--- src/rtl/mcr_pkg.sv ---
package mcr_pkg;
    localparam int DATA_W    = 8;
    localparam int NUM_LINES = 4;
    localparam int LOOP_BIT  = NUM_LINES;
    localparam int CTRL_BITS = NUM_LINES + 1;

    typedef enum logic {
        MODE_NORMAL = 1'b0,
        MODE_LOOP   = 1'b1
    } mode_e;
endpackage

--- src/rtl/mcr_regfile.sv ---
module mcr_regfile #(
    parameter int DATA_W    = mcr_pkg::DATA_W,
    parameter int CTRL_BITS = mcr_pkg::CTRL_BITS
) (
    input  logic                 clk,
    input  logic                 rst_n,
    input  logic                 wr_en,
    input  logic                 rd_en,
    input  logic [CTRL_BITS-1:0] wbits,
    output logic [CTRL_BITS-1:0] ctrl_q,
    output logic [DATA_W-1:0]    rdata
);
    localparam int PAD_W = DATA_W - CTRL_BITS;

    logic [CTRL_BITS-1:0] ctrl_d;

    always_comb begin
        ctrl_d = ctrl_q;
        if (wr_en) begin
            ctrl_d = wbits;
        end
    end

    always_ff @(posedge clk or negedge rst_n) begin
        if (!rst_n) begin
            ctrl_q <= '0;
        end else begin
            ctrl_q <= ctrl_d;
        end
    end

    always_comb begin
        if (rd_en) begin
            rdata = {{PAD_W{1'b0}}, ctrl_q};
        end else begin
            rdata = '0;
        end
    end
endmodule

--- src/rtl/mcr_router.sv ---
module mcr_router
    import mcr_pkg::*;
#(
    parameter int NUM_LINES = mcr_pkg::NUM_LINES
) (
    input  mode_e                mode,
    input  logic [NUM_LINES-1:0] ctrl_bits,
    input  logic [NUM_LINES-1:0] stat_ext,
    input  logic                 ser_in_ext,
    input  logic                 tx_ser,
    output logic [NUM_LINES-1:0] ctrl_pins,
    output logic [NUM_LINES-1:0] stat_eff,
    output logic                 ser_out_ext,
    output logic                 rx_ser
);
    always_comb begin
        unique case (mode)
            MODE_NORMAL: begin
                ser_out_ext = tx_ser;
                rx_ser      = ser_in_ext;
            end
            MODE_LOOP: begin
                ser_out_ext = 1'b1;
                rx_ser      = tx_ser;
            end
            default: begin
                ser_out_ext = 1'b1;
                rx_ser      = 1'b1;
            end
        endcase
    end

    // Line i: control bit i pairs with status line i in loopback.
    for (genvar i = 0; i < NUM_LINES; i++) begin : g_line
        always_comb begin
            unique case (mode)
                MODE_NORMAL: begin
                    ctrl_pins[i] = ctrl_bits[i];
                    stat_eff[i]  = stat_ext[i];
                end
                MODE_LOOP: begin
                    ctrl_pins[i] = 1'b0;
                    stat_eff[i]  = ctrl_bits[i];
                end
                default: begin
                    ctrl_pins[i] = 1'b0;
                    stat_eff[i]  = 1'b0;
                end
            endcase
        end
    end
endmodule

--- src/rtl/modem_ctl_loop.sv ---
module modem_ctl_loop
    import mcr_pkg::*;
(
    input  logic       clk,
    input  logic       rst_n,
    input  logic       wr_en,
    input  logic       rd_en,
    input  logic [7:0] wdata,
    output logic [7:0] rdata,
    input  logic       ser_in_ext,
    input  logic       tx_ser,
    output logic       ser_out_ext,
    output logic       rx_ser,
    input  logic       dsr_in,
    input  logic       cts_in,
    input  logic       ri_in,
    input  logic       dcd_in,
    output logic       dtr_out,
    output logic       rts_out,
    output logic       out1_out,
    output logic       out2_out,
    output logic       dsr_eff,
    output logic       cts_eff,
    output logic       ri_eff,
    output logic       dcd_eff
);
    logic [CTRL_BITS-1:0] ctrl_q;
    logic [NUM_LINES-1:0] stat_ext;
    logic [NUM_LINES-1:0] stat_eff;
    logic [NUM_LINES-1:0] ctrl_pins;
    mode_e                mode;
    logic                 unused_wdata_hi;

    assign unused_wdata_hi = ^wdata[DATA_W-1:CTRL_BITS];

    mcr_regfile #(
        .DATA_W   (DATA_W),
        .CTRL_BITS(CTRL_BITS)
    ) u_reg (
        .clk   (clk),
        .rst_n (rst_n),
        .wr_en (wr_en),
        .rd_en (rd_en),
        .wbits (wdata[CTRL_BITS-1:0]),
        .ctrl_q(ctrl_q),
        .rdata (rdata)
    );

    always_comb begin
        mode = ctrl_q[LOOP_BIT] ? MODE_LOOP : MODE_NORMAL;
    end

    assign stat_ext = {dcd_in, ri_in, cts_in, dsr_in};

    mcr_router #(
        .NUM_LINES(NUM_LINES)
    ) u_route (
        .mode       (mode),
        .ctrl_bits  (ctrl_q[NUM_LINES-1:0]),
        .stat_ext   (stat_ext),
        .ser_in_ext (ser_in_ext),
        .tx_ser     (tx_ser),
        .ctrl_pins  (ctrl_pins),
        .stat_eff   (stat_eff),
        .ser_out_ext(ser_out_ext),
        .rx_ser     (rx_ser)
    );

    assign dtr_out  = ctrl_pins[0];
    assign rts_out  = ctrl_pins[1];
    assign out1_out = ctrl_pins[2];
    assign out2_out = ctrl_pins[3];
    assign dsr_eff  = stat_eff[0];
    assign cts_eff  = stat_eff[1];
    assign ri_eff   = stat_eff[2];
    assign dcd_eff  = stat_eff[3];
endmodule

--- config.mk ---
export PLATFORM = sky130hd
export DESIGN_NAME = modem_ctl_loop
export DESIGN_NICKNAME = d
export VERILOG_FILES = /design/src/rtl/mcr_pkg.sv /design/src/rtl/mcr_regfile.sv /design/src/rtl/mcr_router.sv /design/src/rtl/modem_ctl_loop.sv
export SDC_FILE = /design/constraint.sdc
export NUM_CORES = 1
export LEC_CHECK = 0
export BUFFER_PORTS_ARGS = -buffer_cell sky130_fd_sc_hd__buf_2
export CAP_MARGIN = 15
export CORE_AREA = 2 2 39 41
export DETAILED_ROUTE_END_ITERATION = 16
export DIE_AREA = 0 0 41 43
export HOLD_SLACK_MARGIN = 0.08
export PLACE_DENSITY_LB_ADDON = 0.05
export SLEW_MARGIN = 20
export SYNTH_ARGS = -nofsm -noshare
export SYNTH_HDL_FRONTEND = slang
export SYNTH_SLANG_ARGS = --single-unit
--- constraint.sdc ---
create_clock -name clk -period 1.4 [get_ports clk]
set_clock_uncertainty 0.15 [all_clocks]
set_input_delay 0.14 -clock clk [delete_from_list [all_inputs] [get_ports clk]]
set_output_delay 0.14 -clock clk [all_outputs]
set_load 0.02 [all_outputs]
==> results of run 1 <==
[cell type report]
class | count | area [um^2] | share of cell area [%]
Multi-Input combinational cell | 23 | 209 | 31.0
Tap cell | 16 | 20.0 | 2.97
Timing Repair Buffer | 38 | 293 | 43.4
Sequential cell | 5 | 126 | 18.7
Clock buffer | 4 | 26.3 | 3.90
[logic make-up after synthesis]
| family | Yosys count | synth area share, % |
|---|---|---|
| buf+inv | 4 | 9.37 |
| mux | 10 | 34.4 |
| simple gates | 10 | 20.5 |
| flops | 5 | 34.7 |
| other cells | 1 | 1.04 |
[where the power goes]
group / leakage (nW) / switching (mW) / internal [mW]
logic: 0.274 / 0.111 / 0.147
registers: 0.0575 / 0.0203 / 0.160
clock network: 0.0150 / 0.0602 / 0.108
[metrics by stage]
step | utilization (%) | cell area (um^2) | power (mW) | TNS [ns]
final | 48.7 | 674 | 0.607 | -0.710
after global routing | 48.7 | 674 | 0.648 | -1.20
after CTS | 48.3 | 668 | 0.610 | -0.872
after detailed placement | 36.1 | 499 | 0.379 | 0
after global placement | 36.1 | 499 | 0.380 | -0.00138
after floorplan | - | 368 | 0.320 | 0
[layout by cell type (no fill, tap or decap)]
cell type / instances
and2_1: 4
and2_2: 1
and2b_2: 4
buf_2: 20
buf_6: 10
clkbuf_1: 1
clkbuf_4: 3
conb_1: 3
dfrtp_1: 4
dfrtp_2: 1
dlygate4sd3_1: 8
mux2_2: 7
mux2_4: 3
or2_1: 1
[worst max path at each step]
| stage | from | depth (start not counted) | endpoint |
|---|---|---|---|
| global placement | u_reg.ctrl_q[4]$_DFFE_PN0P_ | 2 | rx_ser |
| floorplan | u_reg.ctrl_q[4]$_DFFE_PN0P_ | 2 | cts_eff |
| finish | u_reg.ctrl_q[4]$_DFFE_PN0P_ | 3 | ser_out_ext |
| global route | u_reg.ctrl_q[4]$_DFFE_PN0P_ | 3 | ser_out_ext |
| detailed placement | u_reg.ctrl_q[4]$_DFFE_PN0P_ | 2 | dsr_eff |
| CTS | u_reg.ctrl_q[4]$_DFFE_PN0P_ | 3 | ser_out_ext |
[metal layers]
layer | up-vias | routed length [um] | GRT usage, %
li1 | 175 | - | -
met1 | 156 | 351 | 12.1
met2 | 20 | 488 | 18.4
met3 | 0 | 93 | 4.19
met4 | 0 | 0 | 8.00
met5 | - | 0 | 0
[critical path: stages, from the launching register on]
cell     delay, ns
dfrtp_2       0.47
buf_6         0.15
or2_1         0.21
buf_6         0.13
[what timing repair did]
item                       CTS  global route
pin swaps                    1             0
gates resized for setup     20             2
hold buffers                 8             0
setup buffers                1             0
setup endpoints to repair   11            11
gates cloned                 0             0
hold endpoints to repair    10             0
==> results.yml, run 1 <==
outcome:
  outcome: "finished with violations"
  violations: "setup timing"
synth:
  async_flop_share_pct: 100
  synth_most_common_cell: "mux2_2"
  yosys.area.top_type: "dfrtp_1"
  synthCells: 30
  ys.flop_type: "dfrtp_1"
  yosysWarnings: 0
  synth_area_leaders: "dfrtp_1 35%, mux2_2 22%, mux2_4 13%"
  yosysSeqAreaShare_pct: 34.7
  synth_cell_types: 10
  synth_edf_count: 0
  syn_area_um2: 360
  synthTopCellsByCount: "7 x mux2_2, 5 x dfrtp_1, 4 x and2_1, 4 x and2b_2"
  avgSynthCellArea_um2: 12.0
  synth_top_area_share_pct: 34.7
  synth-seq-cells: 5
finish:
  syn_to_final_growth_pct: 87.2
  largest_reg_flops: 5
  diodes: 0
  stdcell_count: 86
  largestRegisters: "u_reg.ctrl_q (5)"
  fill_cells: 139
  drive_above_1_share_pct: 70.0
  fin_nets: 89
  top_register: "u_reg.ctrl_q"
routing:
  wl_um: 934
  drtPass1Iterations: 2
  drt_iter0_drc: 1
  via_count: 351
  antenna_left: 0
  avgViaCountPerCell: 4.08
  wl_per_cell_um: 10.9
  drc_errors: 0
timing:
  grt_setup_unrepaired: "true"
  fin_crit_sh_pct: 107
  drv_slew: 0
  fin_crit_ns: 1.50
  hold_viol: 0
  whs_ns: 0.0837
  setup_slack_ns: -0.0986
  clock.fmax_mhz: 667
  finalSetupViolations: 10
hold_path:
  hp-class: "in -> reg"
  min_from: "wr_en"
  hold_depth: 2
  hold_end: "u_reg.ctrl_q[4]$_DFFE_PN0P_"
floorplan:
  row_count: 14
  die-area_mm2: 0.00176
  die_h_um: 43
  die_w_um: 41
  initial_core_util_pct: 26.0
  io_pins: 36
  core_area_mm2: 0.00138
cts:
  cts.path.max_buffers: 2
  root_buffer: "clkbuf_4"
  cts.sinks: 5
  path_clk_slew_ns: 0.05
  h-tree-depth: 1
  cts_tree: "built"
  clk_latency_ns: 0.24
  cts_buffers: 3
global_routing:
  grt_pass1_vias: 307
  grt_max_degree: 8
  grt_pass1_wl_um: 1330
  track_usage_pct: 11.7
  overflow: 0
  antenna_found_initial: 0
worst_setup_path:
  r2r.worst_path.cells: 2
  worstPathMaxFanout: 7
  r2r_slack_ns: 0.26
  end_kind: "output pin"
  r2r_end: "u_reg.ctrl_q[4]$_DFFE_PN0P_"
  crit_required_ns: 1.11
  critPathLaunchType: "register"
  crit_type: "reg -> out"
  r2r_start: "u_reg.ctrl_q[4]$_DFFE_PN0P_"
  arrival_ns: 1.21
placement:
  pre_cts_slack_ns: 0.00710
  place.gp.congestion: 0.532
  io_buffers: 29
  dp.cells: 73
power:
  p_leak_nw: 0.346
  peakVddDrop_mv: 0.512
  p_per_area_mw_per_mm2: 899
flow_run:
  drv_cap: 0
Note: power is estimated with default switching activity, not from simulation.
==> run 2: changes to the inputs <==
--- a/config.mk
+++ b/config.mk
@@ -5,13 +5,14 @@
 export SDC_FILE = /design/constraint.sdc
 export NUM_CORES = 1
 export LEC_CHECK = 0
+export ABC_AREA = 1
 export BUFFER_PORTS_ARGS = -buffer_cell sky130_fd_sc_hd__buf_2
 export CAP_MARGIN = 15
 export CORE_AREA = 2 2 39 41
 export DETAILED_ROUTE_END_ITERATION = 16
 export DIE_AREA = 0 0 41 43
 export HOLD_SLACK_MARGIN = 0.08
-export PLACE_DENSITY_LB_ADDON = 0.05
+export PLACE_DENSITY = 0.59
 export SLEW_MARGIN = 20
 export SYNTH_ARGS = -nofsm -noshare
 export SYNTH_HDL_FRONTEND = slang
==> run 2 against run 1 <==
The run now ends clean. Sequential share of layout area down 1.8 points. Power grew 1.9%. Count of clock-buffer cells in the layout unchanged. Maximum frequency increased by 8.4%. Critical endpoint is now out1_out.
==> results.yml, run 2 <==
floorplan:
  die_w_um: 41
  io_pins: 36
  die-area_mm2: 0.00176
  die_h_um: 43
  initial_core_util_pct: 25.8
  core_area_mm2: 0.00138
  row_count: 14
cts:
  h-tree-depth: 1
  root_buffer: "clkbuf_4"
  cts.sinks: 5
  path_clk_slew_ns: 0.04
  cts.path.max_buffers: 2
  clk_latency_ns: 0.24
  cts_tree: "built"
  cts_buffers: 3
routing:
  wl_per_cell_um: 8.66
  antenna_left: 0
  via_count: 466
  avgViaCountPerCell: 3.95
  drt_iter0_drc: 3
  wl_um: 1020
  drtPass1Iterations: 2
  drc_errors: 0
finish:
  seq_area_um2: 126
  multiInputGateArea_um2: 216
  diodes: 0
  fin_nets: 121
  syn_to_final_growth_pct: 109
  top_register: "u_reg.ctrl_q"
  fill_cells: 131
  stdcell_count: 118
  largestRegisters: "u_reg.ctrl_q (5)"
  layout_commonest_cell: "nand2_1"
  drive_above_1_share_pct: 49.0
  mostFrequentLayoutCells: "28 x nand2_1, 18 x buf_2, 13 x buf_6, 8 x inv_1, 7 x dlygate4sd3_1"
  largest_reg_flops: 5
timing:
  clock.fmax_mhz: 723
  fin_crit_sh_pct: 98.8
  grt_setup_unrepaired: "true"
  finalSetupViolations: 0
  fin_setup_tns_ns: 0
  hold_viol: 0
  fin_crit_ns: 1.38
  drv_slew: 0
worst_setup_path:
  max_stage_delay_ns: 0.47
  end_kind: "output pin"
  worstPathMaxFanout: 7
  crit_required_ns: 1.11
  path_buf_inv: 2
  critPathLaunchType: "register"
  arrival_ns: 1.09
  r2r_slack_ns: 0.39
  crit_type: "reg -> out"
  slowest_stage: "dfrtp_2"
  critPathTopFamily: "flip-flops"
  crit_chain: "buf_6 -> nor2_4 -> buf_6"
  crit_top_cell: "buf_6"
global_routing:
  antenna_found_initial: 0
  grt_max_degree: 8
  track_usage_pct: 12.7
  overflow: 0
  grt_pass1_vias: 421
  grt_pass1_wl_um: 1540
synth:
  synth_adder_area_share_pct: 0
  synthTopCellsByCount: "35 x nand2_1, 10 x inv_1, 5 x dfrtp_1"
  yosysSeqAreaShare_pct: 35.1
  yosys.area.top_type: "nand2_1"
  async_flop_share_pct: 100
  yosysWarnings: 0
  ys.flop_type: "dfrtp_1"
  yosys.area_share.simple_pct: 42.8
  synth_compound_area_share_pct: 0
  synth_top_area_share_pct: 36.8
  synth_area_leaders: "nand2_1 37%, dfrtp_1 35%, inv_1 11%"
  avgSynthCellArea_um2: 5.85
  synth_top_family_by_area: "simple AND/OR/NAND/NOR gates"
  synth.area.mux_share_pct: 0
  syn_area_um2: 357
  synth_xor_xnor_area_share_pct: 0
  synth_most_common_cell: "nand2_1"
  synth_edf_count: 0
  synth_cell_types: 9
  synthCells: 61
  synth-seq-cells: 5
hold_path:
  hp-class: "in -> async"
placement:
  dp.cells: 105
  io_buffers: 29
  place.gp.congestion: 0.678
power:
  p_leak_nw: 0.454
  peakVddDrop_mv: 0.403
  p_per_area_mw_per_mm2: 827
outcome:
  outcome: "complete, no violations"
flow_run:
  drv_cap: 0
## run 2: changes by cell type in the layout (fill, tap and decap cells not counted), moves of 2 or more
| cell | change |
|---|---|
| inv_1 | +8 |
| buf_6 | +3 |
| mux2_2 | -7 |
| and2_1 | -4 |
| nand2_2 | +6 |
| nor2_4 | +4 |
| and2b_2 | -4 |
| buf_2 | -2 |
| inv_2 | +2 |
| mux2_4 | -3 |
| nand2_1 | +28 |
## run 2: timing repair
action / in CTS / in global routing
gates resized for setup: 2 / 42
pin swaps: 0 / 8
setup endpoints to repair: 10 / 10
endpoints found under the hold margin: 10 / 0
buffers inserted: 2 / 0
hold buffers: 7 / 0
## run 2: through the flow
step / cell area, um^2 / total power, mW / setup WS (ns) / util, % / hold slack [ns]
after CTS: 618 / 0.547 / 0.00977 / 44.7 / 0.0800
after global placement: 503 / 0.351 / 0.216 / 36.3 / -0.192
after floorplan: 364 / 0.291 / 0.288 / - / -0.306
after detailed placement: 503 / 0.353 / 0.219 / 36.3 / -0.191
final: 747 / 0.618 / 0.0173 / 54.0 / 0.0886
after global routing: 747 / 0.668 / -0.0242 / 54.0 / 0.0907
## run 2: worst paths after layout
check | from | endpoint | cells past startpoint
max in group asynchronous | rst_n | u_reg.ctrl_q[4]$_DFFE_PN0P_ | 2
min in group clk | u_reg.ctrl_q[2]$_DFFE_PN0P_ | u_reg.ctrl_q[2]$_DFFE_PN0P_ | 2
worst max register to register | u_reg.ctrl_q[4]$_DFFE_PN0P_ | u_reg.ctrl_q[4]$_DFFE_PN0P_ | 3
worst min register to register | u_reg.ctrl_q[2]$_DFFE_PN0P_ | u_reg.ctrl_q[2]$_DFFE_PN0P_ | 2
worst max-delay path | u_reg.ctrl_q[4]$_DFFE_PN0P_ | out1_out | 3
worst min-delay path | rst_n | u_reg.ctrl_q[3]$_DFFE_PN0P_ | 2
## run 2: cells by family after synthesis
logic type,Yosys count
and+or+nand+nor,40
buffers and inverters,15
other,1
DFF,5
## run 2: worst reg2reg max path, cell delays in order (launching register included)
cell and delay [ns]:
dfrtp_2 0.47, buf_6 0.17, nand2_1 0.06, nand2_1 0.05
## run 2: power by group
part | switching, mW | internal, mW
registers | 0.0208 | 0.159
logic | 0.141 | 0.132
clock network | 0.0582 | 0.108
total | 0.220 | 0.398
## run 2: cell type report
cell class                      instances  share of cell area [%]
Clock buffer                            4                    3.52
Sequential cell                         5                    16.9
Tap cell                               16                    2.68
Multi-Input combinational cell         43                    29.0
Inverter                               11                    5.86
Timing Repair Buffer                   39                    42.0
## run 2: layer usage
metal	GRT usage [%]	share of wire [%]
met1	14.4	39
met2	20.0	54
met3	3.14	6.1
met4	8.00	1.1
met5	0	0
==> run 3: changes to the inputs <==
--- a/config.mk
+++ b/config.mk
@@ -12,7 +12,7 @@
 export DETAILED_ROUTE_END_ITERATION = 16
 export DIE_AREA = 0 0 41 43
 export HOLD_SLACK_MARGIN = 0.08
-export PLACE_DENSITY = 0.59
+export PLACE_DENSITY = 0.62
 export SLEW_MARGIN = 20
 export SYNTH_ARGS = -nofsm -noshare
 export SYNTH_HDL_FRONTEND = slang
==> constraint.sdc (replaced) <==
create_clock -name clk -period 1.2 [get_ports clk]
set_clock_uncertainty 0.15 [all_clocks]
set_input_delay 0.12 -clock clk [delete_from_list [all_inputs] [get_ports clk]]
set_output_delay 0.12 -clock clk [all_outputs]
set_load 0.02 [all_outputs]
==> run 3 against run 2 <==
The flow now finishes with violations (setup timing). Critical path type unchanged. Cell area rose by 5.0%. Clock power up 22%. Cell count grew 1.7%. Largest cell class unchanged. Hold slack worse by 0.022 ns.
==> results.yml, run 3 (same netlist as run 2, synthesis figures left out) <==
global_routing:
  overflow: 0
  grt_max_degree: 8
  grt_pass1_vias: 455
  antenna_found_initial: 0
  grt_pass1_wl_um: 1680
  track_usage_pct: 14.2
worst_setup_path:
  r2r_end: "u_reg.ctrl_q[4]$_DFFE_PN0P_"
  r2r.worst_path.cells: 3
  crit_required_ns: 0.93
  r2r_slack_ns: 0.20
  crit_type: "reg -> out"
  arrival_ns: 1.10
  r2r_start: "u_reg.ctrl_q[4]$_DFFE_PN0P_"
  end_kind: "output pin"
  worstPathMaxFanout: 7
  critPathLaunchType: "register"
timing:
  hold_viol: 0
  clock.fmax_mhz: 729
  fin_setup_tns_ns: -1.54
  grt_setup_unrepaired: "true"
  setup_slack_ns: -0.173
  fin_crit_sh_pct: 114
  finalSetupViolations: 11
  fin_crit_ns: 1.37
  drv_slew: 0
placement:
  placed_area_um2: 510
  dpl.hpwl_um: 706
  io_buffers: 29
  dp.cells: 106
  place.gp.congestion: 0.681
flow_run:
  drv_cap: 0
cts:
  clk_latency_ns: 0.25
  path_clk_slew_ns: 0.05
  cts.path.max_buffers: 2
  cts.sinks: 5
  h-tree-depth: 1
  cts_buffers: 3
  cts_tree: "built"
  root_buffer: "clkbuf_4"
finish:
  fin_util_pct: 56.7
  largest_reg_flops: 5
  diodes: 0
  stdcell_count: 120
  mostFrequentLayoutCells: "26 x nand2_1, 17 x buf_6, 14 x buf_2, 8 x nand2_2"
  final_area_um2: 785
  fin_nets: 123
  largestRegisters: "u_reg.ctrl_q (5)"
  drive_above_1_share_pct: 51.9
  top_register: "u_reg.ctrl_q"
  layout_commonest_cell: "nand2_1"
  syn_to_final_growth_pct: 120
routing:
  wl_um: 1090
  wl_per_cell_um: 9.07
  drc_errors: 0
  drt_iter0_drc: 1
  avgViaCountPerCell: 4.13
  antenna_left: 0
  via_count: 495
  drtPass1Iterations: 4
hold_path:
  hp-class: "in -> async"
floorplan:
  initial_core_util_pct: 25.8
  io_pins: 36
  core_area_mm2: 0.00138
  die_w_um: 41
  die_h_um: 43
  row_count: 14
  die-area_mm2: 0.00176
power:
  peakVddDrop_mv: 0.431
  p_leak_nw: 0.465
  p_per_area_mw_per_mm2: 955
  finalPower_uw: 749
outcome:
  violations: "setup timing"
  outcome: "finished with violations"
[run 3: cell types whose count changed in the layout (fill, tap and decap cells not counted), sizes merged]
cell,before,now
buf,32,34
[run 3: what timing repair did]
item / CTS / global route
hold endpoints to repair: 10 / 0
endpoints found under the setup margin: 11 / 16
hold buffers: 8 / 0
gates resized for setup: 42 / 11
buffers inserted: 1 / 2
pin swaps: 10 / 6
[run 3: layer usage]
metal | global-route usage [%] | up-vias | wire [um]
met3 | 1.57 | 2 | 71
met2 | 26.3 | 26 | 628
met1 | 13.5 | 216 | 373
li1 | - | 251 | -
met4 | 8.00 | 0 | 15
met5 | 0 | - | 0
[run 3: stage by stage]
step	worst slack (ns)	hold WS, ns
5_1_grt	-0.201	0.0819
3_3_place_gp	0.0712	-0.211
4_1_cts	-0.145	0.386
6_report	-0.173	0.0662
2_1_floorplan	0.108	-0.326
3_5_place_dp	0.0713	-0.208
[run 3: power by group]
part	leakage, nW	switching (mW)	internal (mW)	total [mW]
Combinational	0.390	0.169	0.171	0.340
Clock	0.0150	0.0761	0.126	0.202
Sequential	0.0598	0.0222	0.185	0.207
Total	0.465	0.267	0.482	0.749
[run 3: layout make-up]
class                      count  area, um^2
timing repair buffer          41         354
sequential                     5         126
multi-input combinational     43         214
inverter                      11        43.8
fill                         138         599
tap                           16        20.0
clock buffer                   4        26.3
[run 3: critical path, stage by stage, from the launching register on]
cell     delay (ns)
dfrtp_2        0.47
or2_1          0.26
buf_6          0.13
[run 3: worst max-delay path by stage]
stage | startpoint | to | slack, ns | cells past startpoint
2_1_floorplan | u_reg.ctrl_q[4]$_DFFE_PN0P_ | dtr_out | 0.11 | 2
6_report | u_reg.ctrl_q[4]$_DFFE_PN0P_ | ser_out_ext | -0.17 | 2
4_1_cts | u_reg.ctrl_q[4]$_DFFE_PN0P_ | ser_out_ext | -0.14 | 2
3_5_place_dp | u_reg.ctrl_q[4]$_DFFE_PN0P_ | out1_out | 0.07 | 3
5_1_grt | u_reg.ctrl_q[4]$_DFFE_PN0P_ | ri_eff | -0.20 | 4
3_3_place_gp | u_reg.ctrl_q[4]$_DFFE_PN0P_ | out1_out | 0.07 | 3
